### src/rtl/irq_cap_pkg.sv
package irq_cap_pkg;
  localparam int LINE_COUNT    = 16;
  localparam int REG_WIDTH     = 8;
  localparam int REG_COUNT     = LINE_COUNT / REG_WIDTH;
  localparam int SEL_W         = (REG_COUNT > 1) ? $clog2(REG_COUNT) : 1;
  localparam int IDX_W         = $clog2(LINE_COUNT);
  localparam int SPURIOUS_LINE = 7;
  localparam int SYNC_DEPTH    = 2;

  // Strobes handed from control to datapath each cycle
  typedef struct packed {
    logic             ackNow;
    logic [IDX_W-1:0] ackIdx;
  } ackStrobe_t;
endpackage

### src/rtl/irq_line_sync.sv
module irq_line_sync
  import irq_cap_pkg::*;
#(
  parameter int WIDTH  = LINE_COUNT,
  parameter int STAGES = SYNC_DEPTH
) (
  input  logic             clk,
  input  logic             rstN,
  input  logic [WIDTH-1:0] rawIn,
  output logic [WIDTH-1:0] syncOut
);
  logic [WIDTH-1:0] stageQ [STAGES];

  for (genvar s = 0; s < STAGES; s++) begin : gStage
    if (s == 0) begin : gFirst
      always_ff @(posedge clk) begin
        if (!rstN) stageQ[s] <= '0;
        else       stageQ[s] <= rawIn;
      end
    end else begin : gNext
      always_ff @(posedge clk) begin
        if (!rstN) stageQ[s] <= '0;
        else       stageQ[s] <= stageQ[s-1];
      end
    end
  end

  assign syncOut = stageQ[STAGES-1];
endmodule

### src/rtl/irq_cap_ctrl.sv
module irq_cap_ctrl
  import irq_cap_pkg::*;
(
  input  logic                  clk,
  input  logic                  rstN,
  input  logic                  cfgWrEn,
  input  logic [SEL_W-1:0]      cfgWrSel,
  input  logic [REG_WIDTH-1:0]  cfgWrData,
  input  logic                  ackFirst,
  input  logic [IDX_W-1:0]      ackLine,
  output logic [LINE_COUNT-1:0] levelMode,
  output ackStrobe_t            strobes
);
  logic [REG_WIDTH-1:0] modeRegQ [REG_COUNT];

  for (genvar r = 0; r < REG_COUNT; r++) begin : gModeReg
    always_ff @(posedge clk) begin
      if (!rstN)                                  modeRegQ[r] <= '0;
      else if (cfgWrEn && (int'(cfgWrSel) == r))  modeRegQ[r] <= cfgWrData;
    end
    assign levelMode[r*REG_WIDTH +: REG_WIDTH] = modeRegQ[r];

    AST_CFG_LOAD: assert property (@(posedge clk) disable iff (!rstN)
      (cfgWrEn && int'(cfgWrSel) == r) |=> (levelMode[r*REG_WIDTH +: REG_WIDTH] == $past(cfgWrData)));
    AST_CFG_KEEP: assert property (@(posedge clk) disable iff (!rstN)
      !(cfgWrEn && int'(cfgWrSel) == r) |=> $stable(levelMode[r*REG_WIDTH +: REG_WIDTH]));
  end

  always_comb begin
    strobes.ackNow = ackFirst;
    strobes.ackIdx = ackLine;
  end
endmodule

### src/rtl/irq_cap_datapath.sv
module irq_cap_datapath
  import irq_cap_pkg::*;
(
  input  logic                  clk,
  input  logic                  rstN,
  input  logic [LINE_COUNT-1:0] syncIn,
  input  logic [LINE_COUNT-1:0] levelMode,
  input  ackStrobe_t            strobes,
  input  logic [LINE_COUNT-1:0] serviceClr,
  input  logic [LINE_COUNT-1:0] eoiClr,
  output logic [LINE_COUNT-1:0] reqVec,
  output logic                  ackValid,
  output logic                  ackSpurious,
  output logic [IDX_W-1:0]      ackResult
);
  logic [LINE_COUNT-1:0] prevQ, reqQ, heldQ;
  logic [LINE_COUNT-1:0] riseVec, reqNext, heldNext;
  logic                  ackValidQ, ackSpurQ;
  logic [IDX_W-1:0]      ackResQ;
  logic                  lineLive;

  assign riseVec  = syncIn & ~prevQ;
  assign heldNext = (heldQ | serviceClr) & ~eoiClr;

  for (genvar i = 0; i < LINE_COUNT; i++) begin : gLine
    always_comb begin
      if (levelMode[i]) reqNext[i] = syncIn[i] & ~heldQ[i] & ~serviceClr[i];
      else              reqNext[i] = (reqQ[i] & ~serviceClr[i]) | riseVec[i];
    end

    AST_EDGE_RETAIN: assert property (@(posedge clk) disable iff (!rstN)
      ($past(!levelMode[i] && reqQ[i] && !serviceClr[i])) |-> reqQ[i]);
    AST_LEVEL_DROP: assert property (@(posedge clk) disable iff (!rstN)
      ($past(levelMode[i] && !syncIn[i])) |-> !reqQ[i]);
    AST_LEVEL_HOLDOFF: assert property (@(posedge clk) disable iff (!rstN)
      ($past(levelMode[i] && heldQ[i])) |-> !reqQ[i]);
    AST_EDGE_WINS: assert property (@(posedge clk) disable iff (!rstN)
      ($past(!levelMode[i] && syncIn[i] && !prevQ[i])) |-> reqQ[i]);
  end

  always_ff @(posedge clk) begin
    if (!rstN) begin
      prevQ <= '0;
      reqQ  <= '0;
      heldQ <= '0;
    end else begin
      prevQ <= syncIn;
      reqQ  <= reqNext;
      heldQ <= heldNext;
    end
  end

  assign lineLive = syncIn[strobes.ackIdx];

  always_ff @(posedge clk) begin
    if (!rstN) begin
      ackValidQ <= 1'b0;
      ackSpurQ  <= 1'b0;
      ackResQ   <= '0;
    end else begin
      ackValidQ <= strobes.ackNow;
      if (strobes.ackNow) begin
        ackSpurQ <= ~lineLive;
        ackResQ  <= lineLive ? strobes.ackIdx : IDX_W'(SPURIOUS_LINE);
      end
    end
  end

  AST_ACK_ONLY_AFTER_STROBE: assert property (@(posedge clk) disable iff (!rstN)
    ackValidQ |-> $past(strobes.ackNow));
  AST_SPUR_FROM_DEAD_LINE: assert property (@(posedge clk) disable iff (!rstN)
    strobes.ackNow |=> (ackSpurQ == !$past(syncIn[strobes.ackIdx])));

  assign reqVec      = reqQ;
  assign ackValid    = ackValidQ;
  assign ackSpurious = ackSpurQ;
  assign ackResult   = ackResQ;
endmodule

### src/rtl/irq_edge_level_capture.sv
module irq_edge_level_capture
  import irq_cap_pkg::*;
(
  input  logic                  clk,
  input  logic                  rstN,
  input  logic [LINE_COUNT-1:0] irqRaw,
  input  logic                  cfgWrEn,
  input  logic [SEL_W-1:0]      cfgWrSel,
  input  logic [REG_WIDTH-1:0]  cfgWrData,
  input  logic [LINE_COUNT-1:0] serviceClr,
  input  logic [LINE_COUNT-1:0] eoiClr,
  input  logic                  ackFirst,
  input  logic [IDX_W-1:0]      ackLine,
  output logic [LINE_COUNT-1:0] reqVec,
  output logic                  ackValid,
  output logic                  ackSpurious,
  output logic [IDX_W-1:0]      ackResult
);
  logic [LINE_COUNT-1:0] syncLines;
  logic [LINE_COUNT-1:0] levelMode;
  ackStrobe_t            strobes;

  irq_line_sync #(.WIDTH(LINE_COUNT), .STAGES(SYNC_DEPTH)) uSync (
    .clk     (clk),
    .rstN    (rstN),
    .rawIn   (irqRaw),
    .syncOut (syncLines)
  );

  irq_cap_ctrl uCtrl (
    .clk       (clk),
    .rstN      (rstN),
    .cfgWrEn   (cfgWrEn),
    .cfgWrSel  (cfgWrSel),
    .cfgWrData (cfgWrData),
    .ackFirst  (ackFirst),
    .ackLine   (ackLine),
    .levelMode (levelMode),
    .strobes   (strobes)
  );

  irq_cap_datapath uDp (
    .clk         (clk),
    .rstN        (rstN),
    .syncIn      (syncLines),
    .levelMode   (levelMode),
    .strobes     (strobes),
    .serviceClr  (serviceClr),
    .eoiClr      (eoiClr),
    .reqVec      (reqVec),
    .ackValid    (ackValid),
    .ackSpurious (ackSpurious),
    .ackResult   (ackResult)
  );
endmodule

### config.mk
export PLATFORM = sky130hd
export DESIGN_NAME = irq_edge_level_capture
export DESIGN_NICKNAME = d
export VERILOG_FILES = /design/src/rtl/irq_cap_pkg.sv /design/src/rtl/irq_line_sync.sv /design/src/rtl/irq_cap_ctrl.sv /design/src/rtl/irq_cap_datapath.sv /design/src/rtl/irq_edge_level_capture.sv
export SDC_FILE = /design/constraint.sdc
export NUM_CORES = 1
export LEC_CHECK = 0
export BUFFER_PORTS_ARGS = -buffer_cell sky130_fd_sc_hd__buf_2
export CORE_AREA = 4 4 101 103
export DETAILED_ROUTE_END_ITERATION = 6
export DIE_AREA = 0 0 105 107
export HOLD_SLACK_MARGIN = 0.02
export MAX_ROUTING_LAYER = met4
export PLACE_DENSITY_LB_ADDON = 0.08
export SYNTH_ARGS = -nofsm -noshare
export SYNTH_HDL_FRONTEND = slang
export SYNTH_SLANG_ARGS = --single-unit
### constraint.sdc
create_clock -name clk -period 1.9 [get_ports clk]
set_input_delay 0.285 -clock clk [delete_from_list [all_inputs] [get_ports clk]]
set_output_delay 0.285 -clock clk [all_outputs]
set_load 0.02 [all_outputs]
==> metrics, run 1 <==
status=complete, no violations; Buf+Inv Stages, Crit Path=0; final WL=7230 um; worst flop-to-flop path startpoint=uSync.stageQ[1][2]; Fillers=889; Reg2Reg Setup Slack=0.48 ns; DRC viols=0; # port buffers=86; post-CTS setup buffers=0; Post-layout nets=488; crit share post-route=0.749; worst path cell trace=mux4_1 > mux2i_1 > o22ai_2 > a31oi_1; CTS Buf Count=9; slowest stage delay, CP=0.50 ns; largest net degree at the start of global routing=90; DR WL/cell=13.4 um; register area share after synthesis=0.607; Initial Utilization=0.395; Slew headroom=0.430; Avg Cell Area, Syn=10.8 um^2; fmax=703 MHz; Static Leak=1.84 nW; Pwr Density=917 nW/um^2; I/O pin count=87; Crit. End Element=flip-flop; vias in the first global route=2322; Crit Path Max Fanout=4; worst hold stages=2; Post-synth top flop=dfxtp_1; chip width=105 um; Post-synth EDFFs=16; row count=35; Yosys warnings=0; antenna violations before repair=0; CP delay by family, top=multiplexers; GRT Overall Usage=0.133; CP Launch Type=flip-flop; post_cts resized=0; Cells after Synth=336; total number of vias=2491; Crit path depth=4; max-cap violation count=0; GP Congestion=0.776; first-pass GRT wire length=11400 um; reg2reg path depth=4; Worst EP required=2.18 ns; Synth top area share=0.474; max-slew violations=0; DP Worst Slack=0.297 ns; Pre-antenna DRT Iters=4; Area growth syn-to-layout=20.5%; share of cells above drive strength 1=0.250; Yosys top cell by area=dfxtp_1; DIE AREA=11200 um^2; CTS tree=done; Clock Latency Late Sink=0.35 ns; top cells by count, synth=dfxtp_1 (86), and2_1 (64), nor2_1 (32); Finish-stage setup viols=0; Seq cells post-synth=102; count of final hold-check violations=0; Async S/R FF share, synth=0; DR vias/cell=4.62; H-tree levels=3; Tmin final=1.42 ns; die height=107 um; most common cell in the netlist=dfxtp_1; clk sinks=102; Post-CTS Hold Buffers=0; Layout Skew=0.00880 ns; worst vdd ir=0.316 mV; DRT iter0 DRCs=62; GRT Residual Overflow=0; synth top area cells=dfxtp_1 (47%), edfxtp_1 (13%), and2_1 (11%), nor3b_1 (3.7%), a21oi_1 (3.6%); Slew @ Worst Pin=0.853 ns; TNS Setup=0 ns; Reg clk slew, reported paths=0.09 ns; cell area after synthesis=3630 um^2; Critical Path Start=uSync.stageQ[1][2]; post-route ant nets=0; core area=9200 um^2; post-synthesis cell type count=27; Synth Net Count=401; Critical-path top delay cell=mux4_1; critical path class=reg2reg; worst flop-to-flop path endpoint=uDp.ackResult[1]; Hold Crit Class=in2reg; RSZ-0062 raised after global routing=false; placed wire-length estimate=5320 um; fin util=0.476; CTS Buffer Depth=2; Worst setup endpoint=uDp.ackResult[1]; number of diodes=0; setup ws final=0.477 ns; critical path arrival=1.70 ns; clk root buf=clkbuf_8
==> report_power, final <==
group	internal (W)	leakage, nW	switching [W]	total, W
Sequential	0.00230	0.869	0.0000624	0.00236
Clock	0.000630	0.108	0.000704	0.00133
Combinational	0.000161	0.862	0.000155	0.000316
Total	0.00309	1.84	0.000921	0.00401
==> final cells by class <==
cell class / instances / area (um^2) / area share
Tap cell: 111 / 139 / 0.0317
Clock buffer: 12 / 176 / 0.0403
Sequential cell: 102 / 2200 / 0.503
Clock inverter: 4 / 25.0 / 0.00572
Inverter: 6 / 22.5 / 0.00515
Timing Repair Buffer: 88 / 458 / 0.105
Multi-Input combinational cell: 216 / 1350 / 0.309
==> cell usage in the layout (no fill, tap or decap), types with 2 or more instances in the layout <==
| master | netlist | routed |
|---|---|---|
| a21oi_1 | 26 | 26 |
| a31oi_1 | 4 | 4 |
| a32oi_1 | 2 | 2 |
| and2_1 | 64 | 64 |
| buf_2 | 0 | 86 |
| clkbuf_8 | 0 | 11 |
| clkinv_2 | 0 | 2 |
| dfxtp_1 | 86 | 86 |
| edfxtp_1 | 16 | 16 |
| inv_1 | 6 | 6 |
| mux2i_1 | 2 | 2 |
| mux4_1 | 3 | 3 |
| nand2_1 | 3 | 3 |
| nand2b_1 | 16 | 16 |
| nand3b_1 | 13 | 13 |
| nor2_1 | 32 | 32 |
| nor2b_1 | 17 | 17 |
| nor3b_1 | 18 | 18 |
| o21ai_0 | 7 | 7 |
==> metal layers <==
metal	track usage	part of all wire	up-vias
li1	-	-	1290
met1	0.166	0.47	1136
met2	0.203	0.47	63
met3	0.0415	0.054	2
met4	0.0478	0.0014	0
met5	-	0	-
==> cells by family (layout without fill, tap and decap cells) <==
family / count (synthesis) / in the layout / synth area share
flip-flops: 102 / 102 / 0.607
AO/OA/AOI/OAI: 44 / 44 / 0.0703
AND/OR/NAND/NOR: 166 / 166 / 0.272
multiplexers: 6 / 6 / 0.0303
buffers and inverters: 18 / 110 / 0.0207
==> per-stage QoR <==
stage          instance area [um^2]  total power (W)  cells  hold slack, ns
3_5_place_dp                   4170          0.00274    523           0.417
3_3_place_gp                   4170          0.00273    523           0.417
6_report                       4380          0.00401    539          0.0776
4_1_cts                        4380          0.00409    539          0.0523
2_1_floorplan                  3630          0.00258    336           0.361
5_1_grt                        4380          0.00420    539          0.0485
==> flip-flops by register name, summed over array words and instances, names as in the netlist <==
signal / cells
uCtrl.modeRegQ: 16
uDp.ackResult: 4
uDp.ackSpurious: 1
uDp.ackValid: 1
uDp.heldQ: 16
uDp.prevQ: 16
uDp.reqVec: 16
uSync.stageQ: 32
==> worst min-delay path by stage <==
stage / start / end
2_1_floorplan: eoiClr[0] / uDp.heldQ[0]
3_3_place_gp: uSync.stageQ[0][9] / uSync.stageQ[1][9]
3_5_place_dp: uSync.stageQ[0][12] / uSync.stageQ[1][12]
4_1_cts: eoiClr[4] / uDp.heldQ[4]
5_1_grt: eoiClr[12] / uDp.heldQ[12]
6_report: eoiClr[4] / uDp.heldQ[4]
No activity file was read; power rests on OpenSTA's default activity.
==> run 2: changes to the inputs <==
==> constraint.sdc (replaced) <==
create_clock -name clk -period 1.3 [get_ports clk]
set_input_delay 0.195 -clock clk [delete_from_list [all_inputs] [get_ports clk]]
set_output_delay 0.195 -clock clk [all_outputs]
set_load 0.02 [all_outputs]
==> metrics, run 2 (same netlist as run 1, synthesis figures left out) <==
max-slew violations=0; critical path arrival=1.63 ns; I/O pin count=87; CTS Buf Count=9; fin util=0.516; max-cap violation count=0; number of diodes=0; Crit. End Element=flip-flop; worst hold margin=0.0433 ns; GRT met3 Usage=0.0482; failing checks=negative setup slack; count of final hold-check violations=0; GP Congestion=0.744; Static Leak=2.01 nW; Tmin final=1.34 ns; Area growth syn-to-layout=30.9%; critical path class=reg2reg; placed cell areas=4290 um^2; Fillers=886; DR vias/cell=4.60; Largest register FFs=32; most frequent cells in the layout=buf_2 (86), dfxtp_1 (82), and2_1 (64); first-pass GRT wire length=12700 um; GRT Residual Overflow=0; H-tree levels=3; Clk pwr share=0.320; row count=35; Worst EP required=1.58 ns; combinational cell fraction of total power=0.097; largest net degree at the start of global routing=41; sw frac=0.239; DRC viols=0; Largest Register=uSync.stageQ; die height=107 um; CP Launch Type=flip-flop; Top Usage Layer GRT=met2; Clock Latency Late Sink=0.36 ns; fmax=744 MHz; total number of vias=2683; final WL=7670 um; GRT Overall Usage=0.148; placed wire-length estimate=5690 um; total power=0.00590 W; DIE AREA=11200 um^2; Initial Utilization=0.395; # port buffers=86; Post-layout nets=532; Finish-stage setup viols=5; Reg clk slew, reported paths=0.10 ns; Slew headroom=0.757; clk sinks=102; CTS Buffer Depth=2; antenna violations before repair=0; TNS Setup=-0.178 ns; Reg power frac=0.584; commonest non-fill, non-tap cell in the layout=buf_2; crit share post-route=1.03; clk root buf=clkbuf_8; RSZ-0062 raised after global routing=true; Pwr Density=1240 nW/um^2; share of cells above drive strength 1=0.284; Crit Path Max Fanout=4; core area=9200 um^2; final design area excluding fillers=4750 um^2; Layout Skew=0.0113 ns; GR Util met2=0.234; GRT met1 Usage=0.182; vias in the first global route=2657; chip width=105 um; Internal=0.00449 W; worst vdd ir=0.504 mV; Slew @ Worst Pin=0.364 ns; DR WL/cell=13.2 um; sw power=0.00141 W; status=complete, but fails checks; Hold Crit Class=in2reg; DRT iter0 DRCs=57; CTS tree=done; Pre-antenna DRT Iters=4; post-route ant nets=0; setup ws final=-0.0446 ns
## run 2: what timing repair did
| item | in CTS | in global routing |
|---|---|---|
| endpoints found under the hold margin | 23 | 1 |
| gates cloned | 0 | 0 |
| pin swaps | 5 | 1 |
| buffers inserted | 2 | 0 |
| endpoints found under the setup margin | 5 | 5 |
| gates resized for setup | 6 | 0 |
| hold buffers | 23 | 1 |
## run 2: final cells by class
class                      count  area [um^2]  share of cell area
clock inverter                 5         40.0             0.00843
timing repair buffer         132          836               0.176
clock buffer                  11          151              0.0319
inverter                       6         22.5             0.00474
sequential                   102         2210               0.465
tap                          111          139              0.0292
multi-input combinational    216         1350               0.285
## run 2: metal layers
metal / part of all wire / wire length (um)
met3: 0.053 / 408
met4: 0.015 / 112
met1: 0.47 / 3630
met2: 0.46 / 3530
met5: 0 / 0
## run 2: power groups by stage
stage          clock network [W]  registers (W)  logic (W)
2_1_floorplan                  0        0.00353   0.000247
3_3_place_gp                   0        0.00351   0.000511
3_5_place_dp                   0        0.00352   0.000514
4_1_cts                  0.00196        0.00345   0.000578
5_1_grt                  0.00210        0.00347   0.000636
6_report                 0.00189        0.00344   0.000570
## run 2: worst max-delay path, cell delays in order, from the launching register on
cell and delay [ns]:
dfxtp_2 0.33, mux4_2 0.46, mux2i_1 0.19, o22ai_2 0.12, a31oi_1 0.17
## run 2: path summary, 6_finish.rpt
path	endpoint	startpoint	cells past startpoint	slack (ns)
worst max-delay path	uDp.ackResult[1]	uSync.stageQ[1][3]	4	-0.04
worst min register to register	uSync.stageQ[1][0]	uSync.stageQ[0][0]	1	0.44
worst min-delay path	uSync.stageQ[0][1]	irqRaw[1]	2	0.04
worst max register to register	uDp.ackResult[1]	uSync.stageQ[1][3]	4	-0.04
## run 2: stage by stage
step / worst slack (ns) / std cells
detailed placement: -0.223 / 541
finish: -0.0446 / 583
global placement: -0.196 / 541
CTS: -0.0720 / 582
global route: -0.146 / 583
floorplan: -0.00363 / 336
==> run 3: changes to the inputs <==
--- a/config.mk
+++ b/config.mk
@@ -6,9 +6,11 @@
 export NUM_CORES = 1
 export LEC_CHECK = 0
 export BUFFER_PORTS_ARGS = -buffer_cell sky130_fd_sc_hd__buf_2
-export CORE_AREA = 4 4 101 103
+export CELL_PAD_IN_SITES_DETAIL_PLACEMENT = 0
+export CELL_PAD_IN_SITES_GLOBAL_PLACEMENT = 1
+export CORE_AREA = 4 4 105 107
 export DETAILED_ROUTE_END_ITERATION = 6
-export DIE_AREA = 0 0 105 107
+export DIE_AREA = 0 0 109 111
 export HOLD_SLACK_MARGIN = 0.02
 export MAX_ROUTING_LAYER = met4
 export PLACE_DENSITY_LB_ADDON = 0.08
==> metrics, run 3 (same netlist as run 1, synthesis figures left out) <==
DR WL/cell=12.9 um; RSZ-0062 raised after global routing=true; number of diodes=0; GRT Residual Overflow=0; CTS tree=done; Fillers=997; Layout Skew=0.00752 ns; Pre-antenna DRT Iters=4; share of cells above drive strength 1=0.280; DR vias/cell=4.34; clk root buf=clkbuf_8; CP Launch Type=flip-flop; antenna violations before repair=0; commonest non-fill, non-tap cell in the layout=buf_2; Finish-stage setup viols=5; core area=10100 um^2; largest net degree at the start of global routing=70; # port buffers=86; critical path arrival=1.62 ns; Reg clk slew, reported paths=0.10 ns; Crit Path Max Fanout=4; post-route ant nets=0; worst hold stages=2; Post-layout nets=528; reg2reg path depth=4; DRC viols=0; first-pass GRT wire length=12800 um; HP Start=irqRaw[4]; critical path class=reg2reg; DIE AREA=12100 um^2; vias in the first global route=2566; GRT Overall Usage=0.140; Static Leak=1.99 nW; Pwr Density=1230 nW/um^2; Initial Utilization=0.358; Slew @ Worst Pin=0.668 ns; combinational cell fraction of total power=0.098; count of final hold-check violations=0; max-cap violation count=0; sw frac=0.242; fin util=0.470; setup ws final=-0.0352 ns; placed wire-length estimate=5580 um; crit share post-route=1.03; Critical-path top delay cell=mux4_2; final WL=7770 um; DRT iter0 DRCs=41; GP Congestion=0.735; Clock Latency Late Sink=0.35 ns; Worst EP required=1.59 ns; fmax=749 MHz; worst flop-to-flop path startpoint=uSync.stageQ[1][3]; Crit. End Element=flip-flop; max-slew violations=0; status=complete, but fails checks; slowest stage delay, CP=0.47 ns; CTS Buffer Depth=2; Hold Crit Class=in2reg; Largest Register=uSync.stageQ; row count=37; Reg power frac=0.589; Largest register FFs=32; H-tree levels=3; worst vdd ir=0.467 mV; sw power=0.00142 W; Area growth syn-to-layout=31.2%; worst path cell trace=mux4_2 > mux2i_2 > o22ai_2 > a31oi_1; clk sinks=102; Tmin final=1.34 ns; I/O pin count=87; total power=0.00585 W; chip width=109 um; failing checks=negative setup slack; Critical Path Start=uSync.stageQ[1][3]; Internal=0.00443 W; total number of vias=2620; Clk pwr share=0.314; die height=111 um; Slew headroom=0.554; most frequent cells in the layout=buf_2 (86), dfxtp_1 (83), and2_1 (64); CTS Buf Count=9
## run 3: changes by cell type in the layout (fill, tap and decap cells not counted), sizes merged
cell | before | now
clkbuf | 11 | 10
buf | 108 | 104
clkinvlp | 1 | 2
## run 3: critical path: cells and delay by family (launching register included)
| family | cells | cell delay (ns) |
|---|---|---|
| mux | 2 | 0.64 |
| flops | 1 | 0.35 |
| compound gates | 2 | 0.28 |
## run 3: power groups by stage
stage	clock, W	combinational (W)	sequential, W
2_1_floorplan	0	0.000247	0.00353
3_3_place_gp	0	0.000511	0.00352
3_5_place_dp	0	0.000515	0.00352
4_1_cts	0.00193	0.000574	0.00345
5_1_grt	0.00205	0.000641	0.00347
6_report	0.00183	0.000570	0.00344
## run 3: repair_timing
item                       CTS  global route
resized for setup            4             3
hold endpoints to repair    22             2
setup buffers                1             0
hold buffers                22             2
pin swaps                    6             3
setup endpoints to repair    5             5
## run 3: final timing paths
check                        endpoint  slack, ns
setup / recovery     uDp.ackResult[0]      -0.04
hold / removal     uSync.stageQ[0][4]       0.05
setup reg to reg     uDp.ackResult[0]      -0.04
hold reg to reg   uSync.stageQ[1][10]       0.44
## run 3: cell type report
| cell class | instances | area (um^2) | share of cell area |
|---|---|---|---|
| clock buffer | 10 | 138 | 0.0289 |
| clock inverter | 6 | 43.8 | 0.00920 |
| inverter | 6 | 22.5 | 0.00473 |
| multi-input combinational | 216 | 1360 | 0.286 |
| sequential | 102 | 2210 | 0.463 |
| tap | 136 | 170 | 0.0357 |
| timing repair buffer | 128 | 818 | 0.172 |
## run 3: metrics by stage
| stage | TNS [ns] | cells | area [um^2] | setup WS, ns | hold slack [ns] |
|---|---|---|---|---|---|
| 6_report | -0.144 | 604 | 4760 | -0.0352 | 0.0452 |
| 5_1_grt | -0.627 | 604 | 4760 | -0.157 | 0.0206 |
| 4_1_cts | -0.206 | 602 | 4730 | -0.0589 | 0.0221 |
| 3_5_place_dp | -1.03 | 563 | 4310 | -0.213 | 0.358 |
| 3_3_place_gp | -0.961 | 563 | 4310 | -0.202 | 0.356 |
| 2_1_floorplan | -0.00363 | 336 | 3630 | -0.00363 | 0.271 |
## run 3: layer usage
| metal | share of wire | GRT usage |
|---|---|---|
| met4 | 0.0075 | 0.0429 |
| met3 | 0.054 | 0.0390 |
| met1 | 0.47 | 0.179 |
| met5 | 0 | - |
| met2 | 0.46 | 0.215 |
